### src/rtl/irqr_pkg.sv
package irqr_pkg;

   // Per-clock decision of the resolver
   typedef enum logic [1:0] {
      ACT_HOLD  = 2'd0,
      ACT_CLEAR = 2'd1,
      ACT_LOAD  = 2'd2
   } irqr_act_e;

   // Default geometry
   localparam int unsigned IRQR_NLVL     = 16;
   localparam int unsigned IRQR_TT_W     = 9;
   localparam int unsigned IRQR_TL_W     = 3;
   localparam int unsigned IRQR_TMR_LVL  = 14;
   localparam int unsigned IRQR_GRP_LSB  = 4;

endpackage

### src/rtl/irqr_merge.sv
module irqr_merge #(
   parameter int unsigned NLVL      = 16,
   parameter int unsigned TMR_LVL   = 14,
   parameter int unsigned TICK_BIT  = 0,
   parameter int unsigned STICK_BIT = NLVL
) (
   input  logic [NLVL-1:0] ext_lvl,
   input  logic [NLVL:0]   soft_int,
   output logic [NLVL-1:0] pend
);

   localparam int unsigned SOFT_W = NLVL + 1;

   logic tmr_hit;

   assign tmr_hit = soft_int[TICK_BIT] | soft_int[STICK_BIT];

   for (genvar i = 0; i < NLVL; i++) begin : g_bit
      logic soft_lvl;
      if (i == TICK_BIT || i == STICK_BIT) begin : g_timer_slot
         assign soft_lvl = 1'b0;
      end else begin : g_level_slot
         assign soft_lvl = soft_int[i];
      end
      if (i == TMR_LVL) begin : g_fold
         assign pend[i] = ext_lvl[i] | soft_lvl | tmr_hit;
      end else begin : g_plain
         assign pend[i] = ext_lvl[i] | soft_lvl;
      end
   end

   if (TICK_BIT >= SOFT_W || STICK_BIT >= SOFT_W) begin : g_bad_timer_pos
      $error("irqr_merge: timer match bit outside soft register");
   end
   if (TMR_LVL == 0 || TMR_LVL >= NLVL) begin : g_bad_fold
      $error("irqr_merge: timer fold level out of range");
   end

endmodule

### src/rtl/irqr_pick.sv
module irqr_pick #(
   parameter int unsigned NLVL  = 16,
   parameter int unsigned LVL_W = $clog2(NLVL)
) (
   input  logic [NLVL-1:0]  pend,
   input  logic [LVL_W-1:0] cur_lvl,
   output logic             found,
   output logic [LVL_W-1:0] sel
);

   logic [NLVL-1:0] above;

   // keep only levels strictly above the current one
   for (genvar i = 0; i < NLVL; i++) begin : g_mask
      assign above[i] = pend[i] && (LVL_W'(i) > cur_lvl);
   end

   // ascending scan: the last hit is the highest level
   always_comb begin
      found = 1'b0;
      sel   = '0;
      for (int i = 0; i < NLVL; i++) begin
         if (above[i]) begin
            found = 1'b1;
            sel   = LVL_W'(i);
         end
      end
   end

endmodule

### src/rtl/irqr_gate.sv
module irqr_gate
   import irqr_pkg::*;
#(
   parameter int unsigned NLVL    = 16,
   parameter int unsigned LVL_W   = $clog2(NLVL),
   parameter int unsigned TT_W    = 9,
   parameter int unsigned TL_W    = 3,
   parameter int unsigned GRP_LSB = 4,
   parameter logic [TT_W-1:0] BASE = TT_W'(9'h040)
) (
   input  logic [NLVL-1:0]  pend,
   input  logic [LVL_W-1:0] cur_lvl,
   input  logic             int_en,
   input  logic             vec_busy,
   input  logic             found,
   input  logic [LVL_W-1:0] sel,
   input  logic [TL_W-1:0]  trap_lvl,
   input  logic [TT_W-1:0]  trap_type,
   input  logic [TT_W-1:0]  cur_idx,
   output irqr_act_e        act,
   output logic [TT_W-1:0]  new_idx
);

   localparam int unsigned THR_W = NLVL + 1;

   logic [THR_W-1:0] thr;
   logic             below;
   logic             in_group;
   logic             nest_block;

   assign thr        = THR_W'(2) << cur_lvl;
   assign below      = {1'b0, pend} < thr;
   assign new_idx    = BASE | TT_W'(sel);
   assign in_group   = trap_type[TT_W-1:GRP_LSB] == BASE[TT_W-1:GRP_LSB];
   assign nest_block = (trap_lvl != '0) && in_group && (trap_type > new_idx);

   always_comb begin
      if (vec_busy)               act = ACT_HOLD;
      else if (below)             act = ACT_CLEAR;
      else if (!int_en)           act = ACT_CLEAR;
      else if (!found)            act = ACT_CLEAR;
      else if (nest_block)        act = ACT_HOLD;
      else if (cur_idx == new_idx) act = ACT_HOLD;
      else                        act = ACT_LOAD;
   end

endmodule

### src/rtl/irq_level_resolver.sv
module irq_level_resolver
   import irqr_pkg::*;
#(
   parameter int unsigned NLVL    = IRQR_NLVL,
   parameter int unsigned TT_W    = IRQR_TT_W,
   parameter int unsigned TL_W    = IRQR_TL_W,
   parameter int unsigned TMR_LVL = IRQR_TMR_LVL,
   parameter logic [TT_W-1:0] BASE = TT_W'(9'h040)
) (
   input  logic                     clk,
   input  logic                     rst_n,
   input  logic [NLVL-1:0]          ext_lvl,
   input  logic [NLVL:0]            soft_int,
   input  logic [$clog2(NLVL)-1:0]  cur_lvl,
   input  logic                     int_en,
   input  logic                     vec_busy,
   input  logic [TL_W-1:0]          trap_lvl,
   input  logic [TT_W-1:0]          trap_type,
   output logic                     irq_req,
   output logic [TT_W-1:0]          irq_index
);

   localparam int unsigned LVL_W   = $clog2(NLVL);
   localparam int unsigned GRP_LSB = IRQR_GRP_LSB;

   if (NLVL < 4 || (NLVL & (NLVL - 1)) != 0) begin : g_bad_nlvl
      $error("irq_level_resolver: NLVL must be a power of two, at least 4");
   end
   if (LVL_W > GRP_LSB || TT_W <= GRP_LSB) begin : g_bad_tt
      $error("irq_level_resolver: trap type too narrow for level field");
   end
   if (BASE[LVL_W-1:0] != '0 || BASE == '0) begin : g_bad_base
      $error("irq_level_resolver: base code must be nonzero with clear level field");
   end

   logic [NLVL-1:0]  pend;
   logic             found;
   logic [LVL_W-1:0] sel;
   irqr_act_e        act;
   logic [TT_W-1:0]  new_idx;

   irqr_merge #(
      .NLVL      (NLVL),
      .TMR_LVL   (TMR_LVL),
      .TICK_BIT  (0),
      .STICK_BIT (NLVL)
   ) u_merge (
      .ext_lvl  (ext_lvl),
      .soft_int (soft_int),
      .pend     (pend)
   );

   irqr_pick #(
      .NLVL  (NLVL),
      .LVL_W (LVL_W)
   ) u_pick (
      .pend    (pend),
      .cur_lvl (cur_lvl),
      .found   (found),
      .sel     (sel)
   );

   irqr_gate #(
      .NLVL    (NLVL),
      .LVL_W   (LVL_W),
      .TT_W    (TT_W),
      .TL_W    (TL_W),
      .GRP_LSB (GRP_LSB),
      .BASE    (BASE)
   ) u_gate (
      .pend      (pend),
      .cur_lvl   (cur_lvl),
      .int_en    (int_en),
      .vec_busy  (vec_busy),
      .found     (found),
      .sel       (sel),
      .trap_lvl  (trap_lvl),
      .trap_type (trap_type),
      .cur_idx   (irq_index),
      .act       (act),
      .new_idx   (new_idx)
   );

   always_ff @(posedge clk or negedge rst_n) begin
      if (!rst_n) begin
         irq_req   <= 1'b0;
         irq_index <= '0;
      end else begin
         unique case (act)
            ACT_CLEAR: begin
               irq_req   <= 1'b0;
               irq_index <= '0;
            end
            ACT_LOAD: begin
               irq_req   <= 1'b1;
               irq_index <= new_idx;
            end
            default: ;
         endcase
      end
   end

   // a vectored interrupt freezes both outputs
   p_busy_hold_r4: assert property (@(posedge clk) disable iff (!rst_n)
      vec_busy |=> $stable(irq_req) && $stable(irq_index));

   // disabled interrupts clear the request
   p_disabled_clear_r9: assert property (@(posedge clk) disable iff (!rst_n)
      (!vec_busy && !int_en) |=> (!irq_req && irq_index == '0));

   // nothing above the level means withdrawal
   p_below_withdraw_r5: assert property (@(posedge clk) disable iff (!rst_n)
      (!vec_busy && !found) |=> (!irq_req && irq_index == '0));

   // the scan only ever selects a level above the current one
   p_pick_above_r6: assert property (@(posedge clk) disable iff (!rst_n)
      found |-> (sel > cur_lvl));

   // a load lands the selected index with the request raised
   p_load_lands_r6: assert property (@(posedge clk) disable iff (!rst_n)
      (act == ACT_LOAD) |=> (irq_req && irq_index == $past(new_idx)));

   // a live request never names level 0 and stays in the group
   p_no_level_zero_r10: assert property (@(posedge clk) disable iff (!rst_n)
      irq_req |-> (irq_index[LVL_W-1:0] != '0 &&
                   irq_index[TT_W-1:GRP_LSB] == BASE[TT_W-1:GRP_LSB]));

   // request and index move together
   p_req_tracks_idx_r8: assert property (@(posedge clk) disable iff (!rst_n)
      irq_req == (irq_index != '0));

endmodule

### config.mk
export PLATFORM = sky130hd
export DESIGN_NAME = irq_level_resolver
export DESIGN_NICKNAME = d
export VERILOG_FILES = /design/src/rtl/irqr_pkg.sv /design/src/rtl/irqr_merge.sv /design/src/rtl/irqr_pick.sv /design/src/rtl/irqr_gate.sv /design/src/rtl/irq_level_resolver.sv
export SDC_FILE = /design/constraint.sdc
export NUM_CORES = 1
export LEC_CHECK = 0
export BUFFER_PORTS_ARGS = -buffer_cell sky130_fd_sc_hd__buf_4
export CORE_UTILIZATION = 50
export CTS_CLUSTER_SIZE = 16
export DETAILED_ROUTE_END_ITERATION = 8
export PLACE_DENSITY_LB_ADDON = 0.25
export REMOVE_ABC_BUFFERS = 1
export SETUP_SLACK_MARGIN = 0.1
export SLEW_MARGIN = 5
export SYNTH_ARGS = -nofsm -noshare
export SYNTH_HDL_FRONTEND = slang
export SYNTH_HIERARCHICAL = 1
export SYNTH_SLANG_ARGS = --single-unit
export TNS_END_PERCENT = 30
### constraint.sdc
create_clock -name clk -period 3.4 [get_ports clk]
set_clock_uncertainty 0.2 [all_clocks]
set_input_delay 0.68 -clock clk [delete_from_list [all_inputs] [get_ports clk]]
set_output_delay 0.68 -clock clk [all_outputs]
set_load 0.03 [all_outputs]
---- Word-level counts from Yosys, hierarchy flattened ----
Index checks and enable logic that the tools add are counted.
storage, ports and cells
  register bits after elaboration ......... 10
  output and inout port bits .............. 10
  logic and storage cells ................. 101
operators by class
  $lt $le $gt $ge ......................... 18
  equal/unequal tests ..................... 4
  shifts and indexed selects .............. 1
  mux-type cells .......................... 39
  bitwise operators ....................... 17
  reduce and logical (&&, ||, !) cells .... 20
operators by type and width
  operator                                                                        count
  4-bit greater-than comparator, first input constant                             8
  4-bit 2-to-1 mux                                                                8
  1-bit logical AND                                                               18
  9-bit one-hot mux with 2 select lines                                           1
  16-bit by 17-bit less-than comparator with 1-bit output                         1
  1-bit 2-to-1 mux                                                                17
  1-bit bitwise OR                                                                17
  2-bit by 4-bit left shift with 17-bit output, first input constant              1
  3-bit by 4-bit greater-than comparator with 1-bit output, first input constant  4
  2-bit 2-to-1 mux                                                                8
  3-bit 2-to-1 mux                                                                4
  9-bit by 7-bit equality test with 1-bit output                                  1
  9-bit by 7-bit greater-than comparator with 1-bit output                        1
  1-bit by 4-bit greater-than comparator with 1-bit output, first input constant  2
  2-bit by 4-bit greater-than comparator with 1-bit output, first input constant  2
  5-bit by 3-bit equality test with 1-bit output, second input constant           1
  3-bit nonzero test                                                              1
  2-bit by 1-bit equality test with 1-bit output, second input constant           1
  2-bit equality test, second input constant                                      1
  1-bit one-hot mux with 2 select lines                                           1
  2-bit nonzero test                                                              1

---- Longest topological paths before layout ----
Gate-level depths: netlist (run 1).
  depth in word-level cells ............... 26
  gate-level depth with buffers ........... 18

---- Cells and area by module ----
Netlist (run 1), hierarchy kept.
by module, submodules not included
  module              times used  cells an instance  area an instance (µm²)
  irqr_gate           1           95                 683.2
  irq_level_resolver  1           44                 434.2
  irqr_pick           1           65                 422.9
  irqr_merge          1           16                 102.6

---- Worst setup path after synthesis (run 1) ----
No wires, ideal clock.
  kind .................................... input to register
  start point ............................. input soft_int[4]
  end point ............................... register irq_req
  setup time .............................. 125 ps
  arrival ................................. 3339 ps
  required time ........................... 3075 ps
  setup slack ............................. -264 ps
  cell stages on the path ................. 14
  path buffers ............................ 1
  path through ............................ or2_2 a2111oi_4 a21oi_1 o211ai_1 inv_1 ha_1 nor2b_1 o21ai_0 nand2b_1 a21oi_1 o311a_1 ha_1 buf_6 mux2_4
between the ends
  longest elaborated chain between the ends .. 23
  elaborated cells between the ends (all ways) .. 40
  classes of those cells .................. order compare: 2; eq/ne: 3; mux: 31; bitwise: 1; reduce/logical: 3
RTL lines
  item                                                                                                                        RTL line                          source
  start: declaration                                                                                                          irq_level_resolver.sv:13          input logic [NLVL:0] soft_int,
  1-bit bitwise OR (*)                                                                                                        irqr_merge.sv:28                  assign pend[i] = ext_lvl[i] | soft_lvl;
  1-bit logical AND (*)                                                                                                       irqr_pick.sv:15                   assign above[i] = pend[i] && (LVL_W'(i) > cur_lvl);
  3-bit 2-to-1 mux (*) (4 in a row)                                                                                           irqr_pick.sv:23                   if (above[i]) begin
  4-bit 2-to-1 mux (*) (8 in a row)                                                                                           irqr_pick.sv:23
  net sel[1]                                                                                                                  irq_level_resolver.sv:38          logic [LVL_W-1:0] sel;
  9-bit by 7-bit greater-than comparator with 1-bit output or 9-bit by 7-bit equality test with 1-bit output (tied branches)  irqr_gate.sv:35, irqr_gate.sv:43
  1-bit logical AND or 2-bit 2-to-1 mux (tied branches)                                                                       irqr_gate.sv:35, irqr_gate.sv:43
  2-bit 2-to-1 mux (*)                                                                                                        irqr_gate.sv:42                   else if (nest_block) act = ACT_HOLD;
  2-bit 2-to-1 mux (*)                                                                                                        irqr_gate.sv:41                   else if (!found) act = ACT_CLEAR;
  2-bit 2-to-1 mux (*)                                                                                                        irqr_gate.sv:40                   else if (!int_en) act = ACT_CLEAR;
  2-bit 2-to-1 mux (*)                                                                                                        irqr_gate.sv:39                   else if (below) act = ACT_CLEAR;
  2-bit 2-to-1 mux (*)                                                                                                        irqr_gate.sv:38                   if (vec_busy) act = ACT_HOLD;
  net act[1]                                                                                                                  irq_level_resolver.sv:39          irqr_act_e act;
  2-bit equality test or 2-bit by 1-bit equality test with 1-bit output (tied branches)                                       irq_level_resolver.sv:89          unique case (act)
  1-bit one-hot mux with 2 select lines or 2-bit nonzero test (tied branches)                                                 --
  end signal: assignment                                                                                                      irq_level_resolver.sv:86          irq_req <= 1'b0;
  end signal: assignment                                                                                                      irq_level_resolver.sv:91          irq_req <= 1'b0;
  end signal: assignment                                                                                                      irq_level_resolver.sv:95          irq_req <= 1'b1;
  end: declaration                                                                                                            irq_level_resolver.sv:19          output logic irq_req,
The timed path passes the listed nets; every way through them passes the cells marked *.
A chain may end at the register's enable or synchronous reset.

---- Final worst setup path (run 1) ----
  start point ............................. input soft_int[5]
  end point ............................... register irq_index[8]
between the ends
  longest elaborated chain between the ends .. 22
  elaborated cells between the ends (all ways) .. 37
  classes of those cells .................. order compare: 2; eq/ne: 3; mux: 28; bitwise: 1; reduce/logical: 3
RTL lines
  item                                                                                                                        RTL line                          source
  1-bit bitwise OR (*)                                                                                                        irqr_merge.sv:28
  net pend[5]                                                                                                                 irq_level_resolver.sv:36          logic [NLVL-1:0] pend;
  1-bit logical AND (*)                                                                                                       irqr_pick.sv:15
  3-bit 2-to-1 mux (*) (3 in a row)                                                                                           irqr_pick.sv:23
  4-bit 2-to-1 mux (*) (8 in a row)                                                                                           irqr_pick.sv:23
  net sel[2]                                                                                                                  irq_level_resolver.sv:38
  9-bit by 7-bit greater-than comparator with 1-bit output or 9-bit by 7-bit equality test with 1-bit output (tied branches)  irqr_gate.sv:35, irqr_gate.sv:43
  1-bit logical AND or 2-bit 2-to-1 mux (tied branches)                                                                       irqr_gate.sv:35, irqr_gate.sv:43
  2-bit 2-to-1 mux (*)                                                                                                        irqr_gate.sv:42
  2-bit 2-to-1 mux (*)                                                                                                        irqr_gate.sv:41
  2-bit 2-to-1 mux (*)                                                                                                        irqr_gate.sv:40
  2-bit 2-to-1 mux (*)                                                                                                        irqr_gate.sv:39
  2-bit 2-to-1 mux (*)                                                                                                        irqr_gate.sv:38
  net act[1]                                                                                                                  irq_level_resolver.sv:39
  2-bit equality test or 2-bit by 1-bit equality test with 1-bit output (tied branches)                                       irq_level_resolver.sv:89
  2-bit nonzero test (no source line) (*)                                                                                     --
  end signal: assignment                                                                                                      irq_level_resolver.sv:96          irq_index <= new_idx;
  end: declaration                                                                                                            irq_level_resolver.sv:20          output logic [TT_W-1:0] irq_index
Marked as above.

==> results of run 1 <==
[sequential cells by signal (all words and copies together), names as in the netlist]
register	flops
irq_index	9
irq_req	1
[stage by stage]
step                      util, %  worst slack, ns
after detailed placement     77.0           -0.476
final                        91.7           -0.409
after CTS                    83.9          -0.0224
after global routing         91.7           -0.488
after global placement       77.0           -0.435
after floorplan                 -           -0.413
[timing repair]
| item | in CTS | in global routing |
|---|---|---|
| gates resized for setup | 31 | 44 |
| setup endpoints to repair | 10 | 10 |
| gates cloned | 2 | 0 |
| pin swaps | 9 | 18 |
| buffers inserted | 3 | 7 |
[area by class of cell]
| cell class | instances | area share [%] |
|---|---|---|
| clock buffer | 4 | 1.28 |
| sequential | 10 | 8.86 |
| tap | 44 | 1.95 |
| multi-input combinational | 183 | 51.9 |
| inverter | 14 | 1.86 |
| timing repair buffer | 117 | 34.2 |
[path summary, 6_finish.rpt]
kind	from	end	slack [ns]
worst max-delay path	soft_int[5]	irq_index[8]	-0.41
worst min-delay path	rst_n	irq_index[3]	0.02
worst max register to register	irq_index[4]	irq_index[8]	0.64
worst min register to register	irq_index[4]	irq_index[4]	0.35
max in group asynchronous	rst_n	irq_index[5]	2.83
min in group clk	irq_index[4]	irq_index[4]	0.35
[power groups by stage]
stage	Combinational, mW	Sequential, mW	Clock (mW)
3_3_place_gp	0.260	0.141	0
6_report	0.404	0.145	0.115
3_5_place_dp	0.268	0.142	0
5_1_grt	0.418	0.146	0.116
2_1_floorplan	0.107	0.163	0
4_1_cts	0.317	0.141	0.109
[worst max-delay path, cell delays in order]
cell	delay [ns]
sky130_fd_sc_hd__buf_4	0.11
sky130_fd_sc_hd__or2_2	0.32
sky130_fd_sc_hd__buf_4	0.16
sky130_fd_sc_hd__nor2_2	0.11
sky130_fd_sc_hd__nor2_1	0.06
sky130_fd_sc_hd__a31oi_1	0.20
sky130_fd_sc_hd__a31oi_1	0.20
sky130_fd_sc_hd__a21o_1	0.24
sky130_fd_sc_hd__inv_1	0.07
sky130_fd_sc_hd__ha_1	0.24
sky130_fd_sc_hd__nand4_1	0.10
sky130_fd_sc_hd__o31ai_1	0.10
sky130_fd_sc_hd__o311a_1	0.43
sky130_fd_sc_hd__ha_4	0.35
sky130_fd_sc_hd__buf_6	0.14
sky130_fd_sc_hd__buf_8	0.13
sky130_fd_sc_hd__nand2_1	0.06
sky130_fd_sc_hd__o21ai_1	0.09
[routing by layer]
layer  routed length (um)  share of wire, %
met2                 3820                46
met5                    0                 0
met1                 2660                32
met3                  987                12
met4                  823               9.9
==> impl_summary.txt, run 1 <==
----------------------------------------------------
[Power]
  Share of power burned in combinational logic ... between 60% and 70%
  Switching portion of total power ... between 40% and 50%
  Static leakage power ... between 1 and 1.5 nW
  Net load switching power ... approximately 0.27 mW
  Worst IR drop on VDD ... approximately 300 uV
  P_int ... between 0.3 and 0.4 mW
  Flop pwr share ... 21.9%
  Total power density per cell area ... roughly 240 nW/um^2
  Final Total Pwr ... roughly 0.66 mW
  Fraction of power consumed by the clock network ... 17.3%

[Global routing]
  GRT Resource Usage Total ... 35.5%
  Gr ovfl total ... 0
  Antenna violations before repair ... 0
  Vias in the first global route ... ~2k
  Met3 track utilization from global routing ... between 6 and 7%
  Met1 routing resource usage after global routing ... between 40% and 50%
  Routing layer with the top usage in global route ... met2
  Wire length of the first global-routing pass ... approximately 9.4 mm
  Pin count of the biggest net entering global routing ... 11
  Global routing met2 resource utilization ... about 62%

[STA]
  Max Slew Vio Count ... 0
  Ratio of final minimum period to clock period ... 112%
  Final Critical Period ... between 3 and 4 ns
  Fin Setup TNS ... -3.51 ns
  Worst Slack Setup Final ... -0.409 ns
  Count of final setup violators ... 10
  Post-Route Hold Slack ... approximately 0.016 ns
  Final number of hold-violating endpoints ... 0
  Maximum frequency from static timing analysis ... 263 MHz
  Unrepaired setup endpoints after global routing ... yes

[Finish]
  Synth-to-layout area growth ... 72.7%
  Share of cells above drive strength 1 ... a little over half
  Register area ... 250 um^2
  Final std cells w/o fill ... approximately 370
  Multi-input gate area ... 1470 um^2
  Most frequent standard cell in the layout excluding fill and tap cells ... sky130_fd_sc_hd__buf_4
  Most frequent cells in the layout ... sky130_fd_sc_hd__buf_4, sky130_fd_sc_hd__nand2_1, sky130_fd_sc_hd__ha_1
  Net count, final ... about 400
  Diodes inserted ... 0
  Non-Filler Cell Area, Final ... ~2800 um^2
  Fill cell total of the finished layout ... between 100 and 150

[Clocking]
  H-tree levels ... 1
  Clock Pin Slew Worst Setup and Hold Paths ... around 0.090 ns
  CTS tree ... built
  CTS Sinks ... 10
  Clk Latency, worst-skew pair ... 0.28 ns
  Bufs on Longest Clock Path ... 2
  Clock root cell ... sky130_fd_sc_hd__clkbuf_4
  Number of hold-repair buffers added at the cts stage ... 0
  TritonCTS buffer count ... 3

[Setup path]
  CP Max Fanout ... 5
  Critical path endpoint category ... register
  Worst path arrival time ... 3.79 ns
  Critical Path Source Type ... primary input
  Length in cells of the worst reg-to-reg path ... 9
  Critical path type ... primary input to register
  Req. time, crit path ... approximately 3.4 ns

[Placed design]
  DP HPWL ... ~3.8 mm
  Placed cell areas ... 2370 um^2
  Count of placed standard cells including taps ... 356
  Port-buffer cells ... 61
  Weighted congestion reported at the end of routability-driven placement ... ~0.84

[Floorplanning]
  Row Count ... 20
  Placeable core area ... 3080 um^2
  I/O pin total ... 63
  Die span in y ... around 59 um
  Floorplan die area ... around 3500 um^2
  Horizontal extent of the die ... 59.2 um
  Initial core utilization ... 53.1%

[Route]
  DRC marker count from the first detailed-route iteration ... approximately 340
  Post-DR wirelength/cell ... approximately 22 um
  Vias/cell ... about 6.6
  Wire length after detailed routing ... a little over 8 mm
  Number of remaining DRC errors ... 0
  Antenna violation net count after detailed routing ... 0
  First-pass iteration count of the detailed router ... 5
  Total number of vias ... between 2k and 2.5k

[Flow run]
  Number of max-capacitance violations reported ... 0

[Outcome]
  Status ... finished, violations left
  Violations in the final reports ... setup timing

[Logic synthesis]
  YS warnings ... 6
  Syn Inst Count ... 219
  Synth Area per Inst ... 7.47 um^2
  Area of the mapped netlist ... between 1500 and 2000 um^2

[Min path]
  Kind of path behind the tightest hold check ... primary input to asynchronous set/reset pin

----------------------------------------------------
Power figures use the tool's default switching activity.
==> run 2: changes to the inputs <==
--- a/config.mk
+++ b/config.mk
@@ -5,6 +5,7 @@
 export SDC_FILE = /design/constraint.sdc
 export NUM_CORES = 1
 export LEC_CHECK = 0
+export ABC_AREA = 1
 export BUFFER_PORTS_ARGS = -buffer_cell sky130_fd_sc_hd__buf_4
 export CORE_UTILIZATION = 50
 export CTS_CLUSTER_SIZE = 16
==> run 2 against run 1 <==
The run now ends clean. Power is 22% lower. Global-route usage is 12 points lower. Non-clock buffer count is 37 lower. Maximum frequency is 18% higher. First-iteration DRC count is 75% lower. Core utilization is 16 points lower. Routed wire length is 49% lower. Largest power group unchanged. Setup slack better by 0.59 ns.
==> impl_summary.txt, run 2 <==
----------------------------------------------------
[Finish]
  Synth-to-layout area growth ... 39.9%
  Most frequent cells in the layout ... sky130_fd_sc_hd__buf_4, sky130_fd_sc_hd__nand2_1, sky130_fd_sc_hd__inv_1
  Most frequent standard cell in the layout excluding fill and tap cells ... sky130_fd_sc_hd__buf_4
  Fill cell total of the finished layout ... ~280
  Register bank with the most flops ... irq_index
  Diodes inserted ... 0
  Final std cells w/o fill ... roughly 370
  Net count, final ... 403
  Post-Route Utilization ... about 75%
  Regs by FF count ... irq_index (9), irq_req (1)
  Flip-flop count of the largest register, all copies and words added ... 9
  Share of cells above drive strength 1 ... approximately 36%

[Route]
  Number of remaining DRC errors ... 0
  Vias/cell ... 5.07
  First-pass iteration count of the detailed router ... 4
  Wire length after detailed routing ... approximately 4.2 mm
  Total number of vias ... 1885
  Antenna violation net count after detailed routing ... 0
  DRC marker count from the first detailed-route iteration ... 84
  Post-DR wirelength/cell ... about 11 um

[STA]
  Maximum frequency from static timing analysis ... a little over 300 MHz
  Count of final setup violators ... 0
  Unrepaired setup endpoints after global routing ... yes
  Final Critical Period ... 3.22 ns
  Max Slew Vio Count ... 0
  Final number of hold-violating endpoints ... 0
  Ratio of final minimum period to clock period ... about 95%
  Post-Route Hold Slack ... between 0.015 and 0.02 ns

[Logic synthesis]
  Area of the mapped netlist ... about 1700 um^2
  Syn Inst Count ... around 260
  Synth Area per Inst ... roughly 6.5 um^2
  YS warnings ... 6

[Setup path]
  Worst path arrival time ... approximately 3.2 ns
  Cell at the slowest stage of the critical path ... sky130_fd_sc_hd__ha_4
  CP Max Fanout ... 4
  Critical path type ... primary input to register
  Crit path largest cell delay ... about 0.27 ns
  Critical Path Source Type ... primary input
  Req. time, crit path ... roughly 3.4 ns
  Cell with the most instances on the worst path ... sky130_fd_sc_hd__nand2_1
  Critical path endpoint category ... register

[Floorplanning]
  Floorplan die area ... about 3600 um^2
  Die span in y ... between 50 and 60 um
  Placeable core area ... 3100 um^2
  I/O pin total ... between 60 and 70
  Row Count ... 20
  Horizontal extent of the die ... roughly 60 um
  Initial core utilization ... between 50 and 60%

[Global routing]
  Gr ovfl total ... 0
  Antenna violations before repair ... 0
  Wire length of the first global-routing pass ... about 6.4 mm
  GRT Resource Usage Total ... 23.1%
  Pin count of the biggest net entering global routing ... 11
  Vias in the first global route ... 1619

[Power]
  Static leakage power ... between 1 and 1.5 nW
  Total power density per cell area ... approximately 220 nW/um^2
  Worst IR drop on VDD ... ~180 uV
  Final Total Pwr ... around 0.52 mW

[Clocking]
  CTS tree ... built
  Clock root cell ... sky130_fd_sc_hd__clkbuf_4
  CTS Sinks ... 10
  TritonCTS buffer count ... 3
  Clk Latency, worst-skew pair ... 0.27 ns
  H-tree levels ... 1
  Clock Pin Slew Worst Setup and Hold Paths ... 0.07 ns
  Bufs on Longest Clock Path ... 2

[Placed design]
  Port-buffer cells ... 61
  DP HPWL ... around 3.4 mm
  Weighted congestion reported at the end of routability-driven placement ... 0.851
  Count of placed standard cells including taps ... between 300 and 400

[Min path]
  Kind of path behind the tightest hold check ... primary input to asynchronous set/reset pin

[Outcome]
  Status ... complete, no violations

[Flow run]
  Number of max-capacitance violations reported ... 0

----------------------------------------------------
-- run 2: area by class of cell --
type                    instances  area (um^2)  share of cell area (%)
clock buffers                   4         36.3                    1.55
inverters                      30          120                    5.14
multi-input cells             204         1250                    53.7
flip-flops and latches         10          250                    10.7
well taps                      44         55.1                    2.36
repair buffers                 80          619                    26.5
-- run 2: final timing paths --
check / startpoint / end / slack, ns / depth (start not counted)
max reg2reg: irq_index[5] / irq_req / 1.40 / 10
min reg2reg: irq_req / irq_req / 0.30 / 2
min: rst_n / irq_index[8] / 0.02 / 1
max: ext_lvl[1] / irq_index[6] / 0.18 / 27
max in group asynchronous: rst_n / irq_index[3] / 2.84 / 1
min in group clk: irq_req / irq_req / 0.30 / 2
-- run 2: repair_timing --
item                       CTS  global route
setup buffers                0             1
setup endpoints to repair    0            10
hold buffers                 0             0
gates resized for setup      0            25
-- run 2: power breakdown --
part | switching, mW | internal, mW
Combinational | 0.141 | 0.127
Sequential | 0.0113 | 0.130
Clock | 0.0453 | 0.0652
Total | 0.198 | 0.322
-- run 2: metal layers --
layer	vias to the layer above	global-route usage, %	wire (um)
met1	838	30.0	1890
met4	0	4.32	0
met3	0	4.33	260
met5	-	0	0
li1	983	-	-
met2	64	39.8	2100
-- run 2: critical path, delay by kind of cell --
family / cells / cell delay [ns]
AND/OR/NAND/NOR: 22 / 1.63
adder cells (fa/ha/maj): 2 / 0.53
buffers and inverters: 2 / 0.23
AO/OA/AOI/OAI: 1 / 0.10
-- run 2: stage by stage --
| stage | setup slack (ns) | area, um^2 | TNS (ns) |
|---|---|---|---|
| floorplan | 0.0657 | 1550 | 0 |
| global placement | -0.110 | 2200 | -0.968 |
| detailed placement | -0.169 | 2200 | -1.42 |
| CTS | 0.121 | 2230 | 0 |
| global route | -0.0535 | 2340 | -0.397 |
| finish | 0.180 | 2340 | 0 |
==> run 3: changes to the inputs <==
--- a/config.mk
+++ b/config.mk
@@ -5,9 +5,9 @@
 export SDC_FILE = /design/constraint.sdc
 export NUM_CORES = 1
 export LEC_CHECK = 0
-export ABC_AREA = 1
 export BUFFER_PORTS_ARGS = -buffer_cell sky130_fd_sc_hd__buf_4
 export CORE_UTILIZATION = 50
+export CTS_BUF_LIST = sky130_fd_sc_hd__clkbuf_4
 export CTS_CLUSTER_SIZE = 16
 export DETAILED_ROUTE_END_ITERATION = 8
 export PLACE_DENSITY_LB_ADDON = 0.25
==> run 3 against run 2 <==
The flow now finishes with violations (setup timing). Worst hold slack got worse by 0.00055 ns. Critical path depth fell by 11. Via count rose by 16%. Critical path type unchanged. Highest routed layer is now met4.
==> impl_summary.txt, run 3 (synthesized netlist as in run 1, its figures left out) <==
----------------------------------------------------
[Clocking]
  Bufs on Longest Clock Path ... 2
  TritonCTS buffer count ... 3
  CTS Sinks ... 10
  Clock root cell ... sky130_fd_sc_hd__clkbuf_4
  Number of hold-repair buffers added at the cts stage ... 0
  CTS tree ... built
  Clk Latency, worst-skew pair ... 0.28 ns
  H-tree levels ... 1
  Clock Pin Slew Worst Setup and Hold Paths ... ~0.08 ns

[STA]
  Unrepaired setup endpoints after global routing ... yes
  Count of final setup violators ... 10
  Maximum frequency from static timing analysis ... roughly 270 MHz
  Ratio of final minimum period to clock period ... 107%
  Max Slew Vio Count ... 0
  Final Critical Period ... around 3.6 ns
  Final number of hold-violating endpoints ... 0
  Worst Slack Setup Final ... -0.243 ns
  Post-Route Hold Slack ... 0.0188 ns

[Finish]
  Fill cell total of the finished layout ... around 160
  Register bank with the most flops ... irq_index
  Diodes inserted ... 0
  Multi-input gate area ... between 1000 and 1500 um^2
  Synth-to-layout area growth ... 67.3%
  Post-Route Utilization ... 88.9%
  Net count, final ... roughly 400
  Regs by FF count ... irq_index (9), irq_req (1)
  Register area ... approximately 250 um^2
  Most frequent standard cell in the layout excluding fill and tap cells ... sky130_fd_sc_hd__buf_4
  Flip-flop count of the largest register, all copies and words added ... 9
  Share of cells above drive strength 1 ... a little over half
  Most frequent cells in the layout ... sky130_fd_sc_hd__buf_4, sky130_fd_sc_hd__nand2_1, sky130_fd_sc_hd__ha_1

[Power]
  Static leakage power ... 1.33 nW
  Total power density per cell area ... about 220 nW/um^2
  P_int ... between 0.3 and 0.4 mW
  Switching portion of total power ... about two fifths
  Net load switching power ... 0.238 mW
  Fraction of power consumed by the clock network ... approximately 15%
  Flop pwr share ... about 24%
  Share of power burned in combinational logic ... between 60% and 70%
  Worst IR drop on VDD ... 282 uV

[Route]
  DRC marker count from the first detailed-route iteration ... about 140
  Total number of vias ... about 2.2k
  First-pass iteration count of the detailed router ... 5
  Number of remaining DRC errors ... 0
  Antenna violation net count after detailed routing ... 0
  Post-DR wirelength/cell ... around 18 um
  Wire length after detailed routing ... 6.61 mm
  Vias/cell ... between 5 and 6

[Setup path]
  Req. time, crit path ... 3.36 ns
  Worst path arrival time ... about 3.6 ns
  Length in cells of the worst reg-to-reg path ... 6
  Critical path endpoint category ... register
  CP Max Fanout ... 5
  Critical path type ... primary input to register
  Reg-to-reg startpoint ... irq_index[5]
  Worst-case register-to-register setup slack ... roughly 0.84 ns
  Terminus of the critical flop-to-flop path ... irq_req
  Critical Path Source Type ... primary input

[Global routing]
  Antenna violations before repair ... 0
  Vias in the first global route ... 1939
  Wire length of the first global-routing pass ... between 8 and 9 mm
  Pin count of the biggest net entering global routing ... 11
  Gr ovfl total ... 0
  GRT Resource Usage Total ... about a third

[Floorplanning]
  Placeable core area ... around 3100 um^2
  Row Count ... 20
  Die span in y ... between 50 and 60 um
  Horizontal extent of the die ... 59.2 um
  Floorplan die area ... ~3500 um^2
  I/O pin total ... 63
  Initial core utilization ... between 50 and 60%

[Placed design]
  Weighted congestion reported at the end of routability-driven placement ... 0.843
  DP HPWL ... 3.77 mm
  Post-placement worst setup slack ... -0.476 ns
  Port-buffer cells ... between 60 and 70

[Outcome]
  Violations in the final reports ... setup timing
  Status ... finished, violations left

[Flow run]
  Number of max-capacitance violations reported ... 0

[Min path]
  Kind of path behind the tightest hold check ... primary input to asynchronous set/reset pin

----------------------------------------------------
==> run 3: worst max-delay path by stage <==
stage,from,to,depth (start not counted)
2_1_floorplan,soft_int[4],irq_req,13
3_3_place_gp,soft_int[14],irq_index[1],14
3_5_place_dp,soft_int[4],irq_index[0],15
4_1_cts,soft_int[7],irq_req,15
5_1_grt,cur_lvl[0],irq_req,16
6_report,cur_lvl[0],irq_req,16
==> run 3: power groups by stage <==
stage | Combinational, mW | Sequential, mW | Clock [mW]
2_1_floorplan | 0.107 | 0.163 | 0
3_3_place_gp | 0.260 | 0.141 | 0
3_5_place_dp | 0.268 | 0.142 | 0
4_1_cts | 0.317 | 0.140 | 0.0887
5_1_grt | 0.378 | 0.144 | 0.0977
6_report | 0.358 | 0.143 | 0.0907
==> run 3: area by class of cell <==
type | count | area share [%]
inverter | 14 | 1.92
timing repair buffer | 113 | 32.3
clock buffer | 3 | 0.823
tap | 44 | 2.01
multi-input combinational | 183 | 53.7
sequential | 10 | 9.15
clock inverter | 1 | 0.137
==> run 3: worst max-delay path, cell delays in order <==
cell and delay, ns:
sky130_fd_sc_hd__buf_4 0.13, sky130_fd_sc_hd__buf_4 0.16, sky130_fd_sc_hd__nand2b_1 0.19, sky130_fd_sc_hd__a21oi_2 0.19
sky130_fd_sc_hd__o22a_1 0.21, sky130_fd_sc_hd__nand2_1 0.09, sky130_fd_sc_hd__o211ai_1 0.18, sky130_fd_sc_hd__inv_1 0.12
sky130_fd_sc_hd__ha_4 0.30, sky130_fd_sc_hd__nor2b_4 0.14, sky130_fd_sc_hd__o21ai_2 0.05, sky130_fd_sc_hd__nand2b_1 0.10
sky130_fd_sc_hd__a21oi_2 0.07, sky130_fd_sc_hd__o311a_1 0.34, sky130_fd_sc_hd__ha_4 0.34, sky130_fd_sc_hd__mux2_4 0.31
==> run 3: what timing repair did <==
action / CTS / global route
setup buffers: 5 / 3
resized for setup: 32 / 42
setup endpoints to repair: 10 / 10
pin swaps: 10 / 11
cloned: 2 / 0
==> run 3: per-stage QoR <==
stage	power, mW	cell area, um^2	setup TNS, ns	std cells
2_1_floorplan	0.269	1530	-2.33	207
3_3_place_gp	0.401	2370	-4.24	356
3_5_place_dp	0.410	2370	-4.47	356
4_1_cts	0.546	2570	-0.0509	367
5_1_grt	0.620	2740	-1.56	368
6_report	0.592	2740	-1.58	368
==> run 3: metal layers <==
metal / track usage [%] / wire (um)
met2: 57.3 / 3300
met1: 40.1 / 2490
met3: 5.02 / 493
met4: 14.6 / 329
met5: 0 / 0
